`src/rtl/xbar_pkg.sv`:
```
package xbar_pkg;
  localparam int SEL_W = 4;
  localparam int N_ADC = 4;
  localparam int N_DDC = 4;
  localparam int CFG_W = 2 * SEL_W * N_DDC;
  localparam logic [SEL_W-1:0] ZERO_SEL = '1;
  localparam logic [CFG_W-1:0] DEF_CFG = 32'hF0F0_F1F0;

  typedef logic [SEL_W-1:0] sel_t;
  typedef logic [CFG_W-1:0] cfg_t;

  // selector of the in-phase input of down-converter k
  function automatic sel_t fld_i(cfg_t c, int k);
    return c[2*SEL_W*k +: SEL_W];
  endfunction

  // selector of the quadrature input of down-converter k
  function automatic sel_t fld_q(cfg_t c, int k);
    return c[2*SEL_W*k+SEL_W +: SEL_W];
  endfunction

  // range rules plus the all-or-none zero-quadrature rule
  function automatic logic cfg_legal(cfg_t c);
    int   nzero;
    logic ok;
    nzero = 0;
    ok    = 1'b1;
    for (int k = 0; k < N_DDC; k++) begin
      if (fld_i(c, k) >= sel_t'(N_ADC)) ok = 1'b0;
      if (fld_q(c, k) == ZERO_SEL) nzero++;
      else if (fld_q(c, k) >= sel_t'(N_ADC)) ok = 1'b0;
    end
    return ok && (nzero == 0 || nzero == N_DDC);
  endfunction

  // a legal word is in real-input mode when its first quadrature field is zero
  function automatic logic cfg_zero_q(cfg_t c);
    return fld_q(c, 0) == ZERO_SEL;
  endfunction
endpackage

```
`src/rtl/xbar_cfg_reg.sv`:
```
module xbar_cfg_reg
  import xbar_pkg::*;
(
  input  logic clk,
  input  logic rst_n,
  input  logic wr_en,
  input  cfg_t wr_data,
  input  logic err_clr,
  input  logic smp_stb,
  output cfg_t eff_cfg,
  output logic wr_bad,
  output logic err_flag
);
  cfg_t act_q, pend_q;
  logic pend_vld;
  logic wr_ok;
  logic wr_good;

  assign wr_ok   = cfg_legal(wr_data);
  assign wr_good = wr_en && wr_ok;
  assign wr_bad  = wr_en && !wr_ok;
  // routing seen by a strobe in this cycle
  assign eff_cfg = pend_vld ? pend_q : act_q;

  always_ff @(posedge clk) begin
    if (!rst_n) begin
      act_q    <= DEF_CFG;
      pend_q   <= DEF_CFG;
      pend_vld <= 1'b0;
      err_flag <= 1'b0;
    end else begin
      if (smp_stb) act_q <= eff_cfg;
      if (wr_good) begin
        pend_q   <= wr_data;
        pend_vld <= 1'b1;
      end else if (smp_stb) begin
        pend_vld <= 1'b0;
      end
      if (wr_bad)       err_flag <= 1'b1;
      else if (err_clr) err_flag <= 1'b0;
    end
  end
endmodule

```
`src/rtl/xbar_lane.sv`:
```
module xbar_lane
  import xbar_pkg::*;
#(
  parameter int SMP_W = 12,
  parameter bit IS_Q  = 1'b0
) (
  input  logic                   clk,
  input  logic                   rst_n,
  input  logic                   stb,
  input  sel_t                   sel,
  input  logic [N_ADC*SMP_W-1:0] adc,
  output logic [SMP_W-1:0]       smp_out
);
  logic [SMP_W-1:0] nxt;

  always_comb begin
    nxt = '0;
    for (int a = 0; a < N_ADC; a++)
      if (sel == sel_t'(a)) nxt = adc[a*SMP_W +: SMP_W];
    if (IS_Q && sel == ZERO_SEL) nxt = '0;
  end

  always_ff @(posedge clk) begin
    if (!rst_n)   smp_out <= '0;
    else if (stb) smp_out <= nxt;
  end
endmodule

```
`src/rtl/adc_route_xbar.sv`:
```
module adc_route_xbar
  import xbar_pkg::*;
#(
  parameter int SMP_W = 12
) (
  input  logic                   clk,
  input  logic                   rst_n,
  input  logic                   cfg_we,
  input  logic [CFG_W-1:0]       cfg_wdata,
  input  logic                   err_clr,
  output logic                   cfg_err,
  input  logic                   adc_stb,
  input  logic [N_ADC*SMP_W-1:0] adc_smp,
  output logic                   out_vld,
  output logic [N_DDC*SMP_W-1:0] ddc_i_out,
  output logic [N_DDC*SMP_W-1:0] ddc_q_out
);
  cfg_t eff_cfg;
  logic wr_bad;
  logic zero_q_now;

  xbar_cfg_reg u_cfg (
    .clk      (clk),
    .rst_n    (rst_n),
    .wr_en    (cfg_we),
    .wr_data  (cfg_wdata),
    .err_clr  (err_clr),
    .smp_stb  (adc_stb),
    .eff_cfg  (eff_cfg),
    .wr_bad   (wr_bad),
    .err_flag (cfg_err)
  );

  assign zero_q_now = cfg_zero_q(eff_cfg);

  for (genvar k = 0; k < N_DDC; k++) begin : g_ddc
    xbar_lane #(.SMP_W(SMP_W), .IS_Q(1'b0)) u_i (
      .clk     (clk),
      .rst_n   (rst_n),
      .stb     (adc_stb),
      .sel     (fld_i(eff_cfg, k)),
      .adc     (adc_smp),
      .smp_out (ddc_i_out[k*SMP_W +: SMP_W])
    );
    xbar_lane #(.SMP_W(SMP_W), .IS_Q(1'b1)) u_q (
      .clk     (clk),
      .rst_n   (rst_n),
      .stb     (adc_stb),
      .sel     (fld_q(eff_cfg, k)),
      .adc     (adc_smp),
      .smp_out (ddc_q_out[k*SMP_W +: SMP_W])
    );
  end

  always_ff @(posedge clk) begin
    if (!rst_n) out_vld <= 1'b0;
    else        out_vld <= adc_stb;
  end
endmodule

```
`config.mk`:
```
export PLATFORM = sky130hd
export DESIGN_NAME = adc_route_xbar
export DESIGN_NICKNAME = d
export VERILOG_FILES = /design/src/rtl/xbar_pkg.sv /design/src/rtl/xbar_cfg_reg.sv /design/src/rtl/xbar_lane.sv /design/src/rtl/adc_route_xbar.sv
export SDC_FILE = /design/constraint.sdc
export NUM_CORES = 1
export LEC_CHECK = 0
export ABC_AREA = 1
export BUFFER_PORTS_ARGS = -buffer_cell sky130_fd_sc_hd__clkbuf_2
export CORE_MARGIN = 10
export CORE_UTILIZATION = 55
export DETAILED_ROUTE_END_ITERATION = 10
export GPL_ROUTABILITY_DRIVEN = 0
export PLACE_DENSITY = 0.91
export SLEW_MARGIN = 40
export SYNTH_ARGS = -nofsm -noshare
export SYNTH_HDL_FRONTEND = slang
export SYNTH_SLANG_ARGS = --single-unit
```
`constraint.sdc`:
```
create_clock -name clk -period 2.3 [get_ports clk]
set_input_delay 0.23 -clock clk [delete_from_list [all_inputs] [get_ports clk]]
set_output_delay 0.23 -clock clk [all_outputs]
set_load 0.02 [all_outputs]
```
=== Yosys cells after proc, flatten, opt, wreduce, memory -nomap -nowiden ===
Cells that the tools add are included.
W data, S select, Z words.

* Register bits: 163
* Bits in latches: 0
* Memory bits (writable): 0
* Bits in read-only memories: 0
* Input port bits: 85
* Output and inout port bits: 98
* Word-level logic and storage cells: 130
* Memories: 0

* Add/sub/neg operators: 3
* Multiply operators: 0
* Div/mod/pow operators: 0
* Magnitude comparators: 8
* Equal/unequal tests: 33
* Shifts and indexed selects: 0
* Muxes and demuxes: 57
* Bitwise gates (word level): 0
* Reductions and logical operators: 16

{| class="wikitable"
|+ Operator list
! kind !! count
|-
| $mux W12 || 36
|-
| $mux W32 || 4
|-
| $add A32 B2 Y32 const B || 2
|-
| $eq A4 B2 Y1 const B || 16
|-
| $eq A32 B4 Y1 const B || 1
|-
| $eq A4 B1 Y1 const B || 8
|-
| $eq A4 B4 Y1 const B || 8
|-
| $ge A4 B3 Y1 const B || 8
|-
| $logic_not A32 Y1 || 1
|-
| $logic_not A4 Y1 || 8
|-
| $mux W1 || 17
|-
| $reduce_bool A2 Y1 || 2
|-
| $logic_and A1 B1 Y1 || 3
|-
| $add A1 B1 Y2 const B || 1
|-
| $logic_not A1 Y1 || 1
|-
| $logic_or A1 B1 Y1 || 1
|}

=== Longest topological paths before layout ===
* Depth in word-level cells: 17
* Depth in mapped cells: 15
* Gate-level depth less buffers: 14

=== Hierarchy ===
A second synthesis with hierarchy kept.

* Cells, all modules: 1,553
* Area, all modules: 10,322.4 µm²

{| class="wikitable"
|+ By module, submodules not included
! module !! times used !! cells an instance !! area an instance (µm²) !! sequential area each (µm²)
|-
| xbar_lane at g_ddc[0].u_q ... || 4 || 143 || 923.4 || 240.2
|-
| xbar_lane at g_ddc[0].u_i ... || 4 || 140 || 888.4 || 240.2
|-
| xbar_cfg_reg || 1 || 418 || 3,047.9 || 1,321.3
|-
| adc_route_xbar || 1 || 3 || 27.5 || 20.0
|}

=== Worst setup path before layout ===
OpenSTA, ideal clock, no wires.

* Kind: input-to-reg
* Start: input port cfg_wdata[7]
* End: register u_cfg.pend_q[15]
* Library setup time: 0.134 ns
* Arrival time: 1.901 ns
* Required time: 2.166 ns
* Slack: 0.265 ns
* Stages: 14
* Buffers on the path: 1
* Path through: nand4_1 -> ha_1 -> inv_1 -> o21ai_0 -> nand2_1 -> inv_1 -> ha_1 -> inv_1 -> nand3_1 -> nand2_1 -> nand4_1 -> clkbuf_1 -> nand2_1 -> nand3_1

* Word-level cells in the longest chain between the ends: 14
* Elaborated cells between the ends (all ways): 25
* Those cells by class: add/sub: 3; order compare: 1; eq/ne: 2; mux: 15; reduce/logical: 4

{| class="wikitable"
|+ RTL lines
! what !! RTL line !! text
|-
| start, declared || adc_route_xbar.sv:9 || <nowiki>input logic [CFG_W-1:0] cfg_wdata,</nowiki>
|-
| parallel branches: the longest is 12 deep, another holds $add A32 B2 Y32 || - ||
|-
| $logic_and A1 B1 Y1 (*) || xbar_pkg.sv:33 || <nowiki>return ok && (nzero == 0 || nzero == N_DDC);</nowiki>
|-
| $logic_and A1 B1 Y1 (*) || xbar_cfg_reg.sv:20 || <nowiki>assign wr_good = wr_en && wr_ok;</nowiki>
|-
| end signal, assigned || xbar_cfg_reg.sv:34 || <nowiki>pend_q <= wr_data;</nowiki>
|-
| end, declared || xbar_cfg_reg.sv:14 || <nowiki>cfg_t act_q, pend_q;</nowiki>
|}

Every way passes the cells marked *.
A chain may end at the register's enable or synchronous reset.

=== Final worst setup path ===
* Start: register u_cfg.pend_vld
* End: register g_ddc[2].u_q.smp_out[7]

* Word-level cells in the longest chain between the ends: 7
* Elaborated cells between the ends (all ways): 11
* Those cells by class: eq/ne: 4; mux: 6; reduce/logical: 1

{| class="wikitable"
|+ RTL lines
! what !! RTL line !! text
|-
| start, declared || xbar_cfg_reg.sv:15 || <nowiki>logic pend_vld;</nowiki>
|-
| start signal, assigned || xbar_cfg_reg.sv:29 || <nowiki>pend_vld <= 1'b0;</nowiki>
|-
| start signal, assigned || xbar_cfg_reg.sv:35 || <nowiki>pend_vld <= 1'b1;</nowiki>
|-
| start signal, assigned || xbar_cfg_reg.sv:37 || <nowiki>pend_vld <= 1'b0;</nowiki>
|-
| $mux W32 (*) || xbar_cfg_reg.sv:23 || <nowiki>assign eff_cfg = pend_vld ? pend_q : act_q;</nowiki>
|-
| $logic_not A4 Y1 || xbar_lane.sv:19 || <nowiki>if (sel == sel_t'(a)) nxt = adc[a*SMP_W +: SMP_W];</nowiki>
|-
| $mux W12 (4 in series) || xbar_lane.sv:19 ||
|-
| $mux W12 (*) || xbar_lane.sv:20 || <nowiki>if (IS_Q && sel == ZERO_SEL) nxt = '0;</nowiki>
|-
| end signal, assigned || xbar_lane.sv:25 || <nowiki>else if (stb) smp_out <= nxt;</nowiki>
|-
| end, declared || xbar_lane.sv:12 || <nowiki>output logic [SMP_W-1:0] smp_out</nowiki>
|}

Mark *: on every way between the ends. The rest lies on a longest branch, timed or not.

==> metrics.md <==
| Metric | Value |
|---|---|
| Status | finished with violations |
| Violated checks | design-rule violations |
| Layout overhead on the synthesized area | 17.7% |
| Maximum VDD drop | 0.543 mV |
| Part of the total power dissipated in sequential elements | 0.449 |
| Residual DRC count | 1 |
| Multiplexer fraction of the synthesized cell area | 0 |
| Min Tclk post-route | 2140 ps |
| Post-synth EDFFs | 0 |
| Die footprint | 21900 sq um |
| RSZ-0062 raised after global routing | false |
| Pin count of the biggest net entering global routing | 62 |
| First-pass GRT wire length | 51.6 mm |
| Core box area | 16000 sq um |
| Multi-input combinational cell area | 4880 sq um |
| Number of buffers inserted by port buffering | 182 |
| Maximum count of clock buffers along a single path | 2 |
| Met1 layer wirelength in the final routing | 11.5 mm |
| Startpoint types | flip-flop |
| Combinational group share of total power | 0.099 |
| Clk sink count | 163 |
| Post-Synthesis Net Count | 1494 |
| Antenna violations before repair | 3 |
| Clk pwr share | 0.453 |
| Syn. warnings | 0 |
| Hold buffer count at cts | 1 |
| Slew margin rel. | 0.415 |
| FF+latch count, synth | 163 |
| Setup crit end kind | flip-flop |
| Total power per unit cell area | 612 nW/um^2 |
| Leakage | 5.17 nW |
| Area fraction in compound gates after synthesis | 0.184 |
| Setup violators final | 0 |
| Share of Yosys cell area claimed by the top area cell type | 0.362 |
| Total count of hold-check failures in the final report | 0 |
| GRT Util Overall | 0.289 |
| Largest family of logic cells by synthesized area | simple AND/OR/NAND/NOR gates |
| TritonRoute pass-1 iters | 11 |
| Syn avg cell area | 6.42 sq um |
| Via-to-Cell Ratio | 5.99 |
| Die span in y | 148 um |
| Sw Share | 0.252 |
| Signal arrival time at the worst endpoint | 2520 ps |
| Max H-tree Level | 4 |
| Total standard cell area after synthesis | 9020 sq um |
| Horizontal die dimension | 148 um |
| Routed wl met2 | 13.8 mm |
| Starting Density | 0.564 |
| WL met3 | 5.02 mm |
| # Post-CTS Setup Buffers | 0 |
| Non-filler instance count after layout | 1776 |
| Vias after detailed routing | 10600 |
| Count of mapped cells out of synthesis | 1406 |
| Filler Cell Count | 1369 |
| Final global-route overflow total | 0 |
| Row cnt | 46 |
| P_sw | 1.64 mW |
| Cells taking the most area after synthesis | sky130_fd_sc_hd__dfxtp_1 (36%), sky130_fd_sc_hd__nand2_1 (20%), sky130_fd_sc_hd__nand3_1 (6.3%), sky130_fd_sc_hd__nor2_1 (5.4%), sky130_fd_sc_hd__o21ai_0 (4.5%) |
| Maximum Capacitance Violations | 0 |
| Clock tree from TritonCTS | yes |
| Net count of the finished layout | 1632 |
| Post-DRT Antenna Nets | 0 |
| Highest attainable clock frequency | 0.468 GHz |
| Routed length per instance | 18.3 um |
| Internal power summed over all cells | 4.86 mW |
| Adder-Cell Fraction of Synth Area | 0.00416 |
| Worst clock skew on the final layout | 9.33 ps |
| Clock Latency Late Sink | 440 ps |
| Worst EP required | 2690 ps |
| Placed cell count | 1740 |
| Async S/R FF share, synth | 0 |
| Top fanout value on the critical path | 24 |
| Type of the worst min-delay path | in2reg |
| Post-cts sizing count | 0 |
| Sequential cell area fraction in the yosys report | 0.362 |
| Register clock-pin slew on the reported worst setup and hold paths | 60 ps |
| Buffer type at the clock tree root | sky130_fd_sc_hd__clkbuf_16 |
| Share of synthesized cell area in and, or, nand and nor gates | 0.352 |
| Sequential cell area in the final layout | 3260 sq um |
| Most repeated cell in the gate-level netlist after synthesis | sky130_fd_sc_hd__nand2_1 |
| Total power | 6.50 mW |
| Top cell types by occurrence after synthesis | sky130_fd_sc_hd__nand2_1 (470), sky130_fd_sc_hd__dfxtp_1 (163), sky130_fd_sc_hd__nor2_1 (129) |
| Period Utilization, post-route | 0.929 |
| Transition time of the tightest slew-check pin | 873 ps |
| Detailed placer's ending HPWL | 23.2 mm |
| Top-level port count | 183 |
| Detailed Route Iter0 Violations | 2175 |
| Total CTS buffers | 17 |
| Distinct cell type count of the synthesized netlist | 35 |
| Fraction of layout instances using a drive strength above 1 | 0.196 |
| Post-synthesis share of cell area spent on xor and xnor gates | 0 |
| Top sig layer | met4 |
| Cell accounting for the most synthesized area | sky130_fd_sc_hd__dfxtp_1 |
| Number of max-slew violations in the final report | 0 |
| Top flip-flop cell by instance count after synthesis | sky130_fd_sc_hd__dfxtp_1 |
| Total length of routed wires | 32.4 mm |
| Via count of the first global-routing pass | 10100 |
| Kind of critical path | reg2reg |
==> layer usage <==
| layer | track usage | up-vias |
|---|---|---|
| met1 | 0.343 | 4642 |
| met5 | 0 | - |
| met3 | 0.126 | 232 |
| li1 | - | 4855 |
| met2 | 0.430 | 912 |
| met4 | 0.162 | 0 |
==> worst max-delay path, cell delays in order, from the launching register on <==
cell                      delay, ps
sky130_fd_sc_hd__dfxtp_2        350
sky130_fd_sc_hd__buf_12         160
sky130_fd_sc_hd__inv_4          160
sky130_fd_sc_hd__nand2_1         80
sky130_fd_sc_hd__o21ai_1        120
sky130_fd_sc_hd__nand2_1        110
sky130_fd_sc_hd__nor3_2         670
sky130_fd_sc_hd__a21oi_1        140
sky130_fd_sc_hd__o21ai_1        130
sky130_fd_sc_hd__nand2_1         90
sky130_fd_sc_hd__nand2_1         60
==> power groups by stage <==
stage	sequential, mW	combinational (mW)	clock [mW]
floorplan	3.05	0.277	0
global placement	2.97	0.590	0
detailed placement	2.98	0.603	0
CTS	2.91	0.610	2.95
global route	2.92	0.684	3.06
finish	2.91	0.641	2.94
==> cell families (layout without fill, tap and decap cells) <==
logic type,after synthesis,count (layout)
and+or+nand+nor,760,760
AOI/OAI and AO/OA,283,283
buffers and inverters,197,348
DFF,163,163
adders and majority gates,3,3
other,0,3
==> metrics by stage <==
| step | instance area, sq um | setup WS [ps] | utilization | hold slack, ps | setup TNS, ps |
|---|---|---|---|---|---|
| floorplan | 9020 | 265 | - | 343 | 0 |
| global placement | 10000 | 64.0 | 0.625 | 432 | 0 |
| detailed placement | 10000 | -130 | 0.625 | 436 | -2300 |
| CTS | 10600 | 232 | 0.663 | 7.28 | 0 |
| global route | 10600 | 27.5 | 0.664 | 17.9 | 0 |
| finish | 10600 | 163 | 0.664 | 6.07 | 0 |
==> cell type report <==
cell class                 instances  area share
clock buffer                      24      0.0454
multi-input combinational       1046       0.460
inverter                          95      0.0338
clock inverter                     8      0.0118
tap                              216      0.0254
sequential                       163       0.307
antenna                            3    0.000707
timing repair buffer             221       0.116
==> placed cells by master, fill, tap and decap left out, drive strengths merged, types with 3 or more instances in the layout <==
master	netlist	layout
buf	65	38
clkinvlp	0	4
nand2	475	475
or2	3	3
o211ai	46	46
clkinv	2	3
ha	3	3
o21a	4	4
a21oi	70	70
nand3	115	115
nor3	22	22
bufinv	0	3
diode	0	3
nand4	8	8
inv	93	93
o21ai	141	141
nand3b	4	4
a22oi	9	9
dfxtp	163	163
clkbuf	37	206
nor2	133	133
o22ai	10	10
==> final timing paths <==
path                                                            from                                   end  slack, ps  depth (start not counted)
worst max-delay path                     u_cfg.pend_vld$_SDFFE_PN0P_  g_ddc[2].u_q.smp_out[7]$_SDFFE_PN0P_        160                         10
worst max register to register           u_cfg.pend_vld$_SDFFE_PN0P_  g_ddc[2].u_q.smp_out[7]$_SDFFE_PN0P_        160                         10
worst min-delay path                                   cfg_wdata[13]         u_cfg.pend_q[13]$_SDFFE_PN1P_          6                          3
worst min register to register  g_ddc[0].u_i.smp_out[1]$_SDFFE_PN0P_  g_ddc[0].u_i.smp_out[1]$_SDFFE_PN0P_        450                          2
==> sequential cells by signal (all words and copies together), names as in the netlist <==
| register | flops |
|---|---|
| out_vld | 1 |
| u_cfg.pend_vld | 1 |
| g_ddc.u_q.smp_out | 48 |
| g_ddc.u_i.smp_out | 48 |
| u_cfg.act_q | 32 |
| u_cfg.pend_q | 32 |
| u_cfg.err_flag | 1 |
No activity file was read; power rests on OpenSTA's default activity.
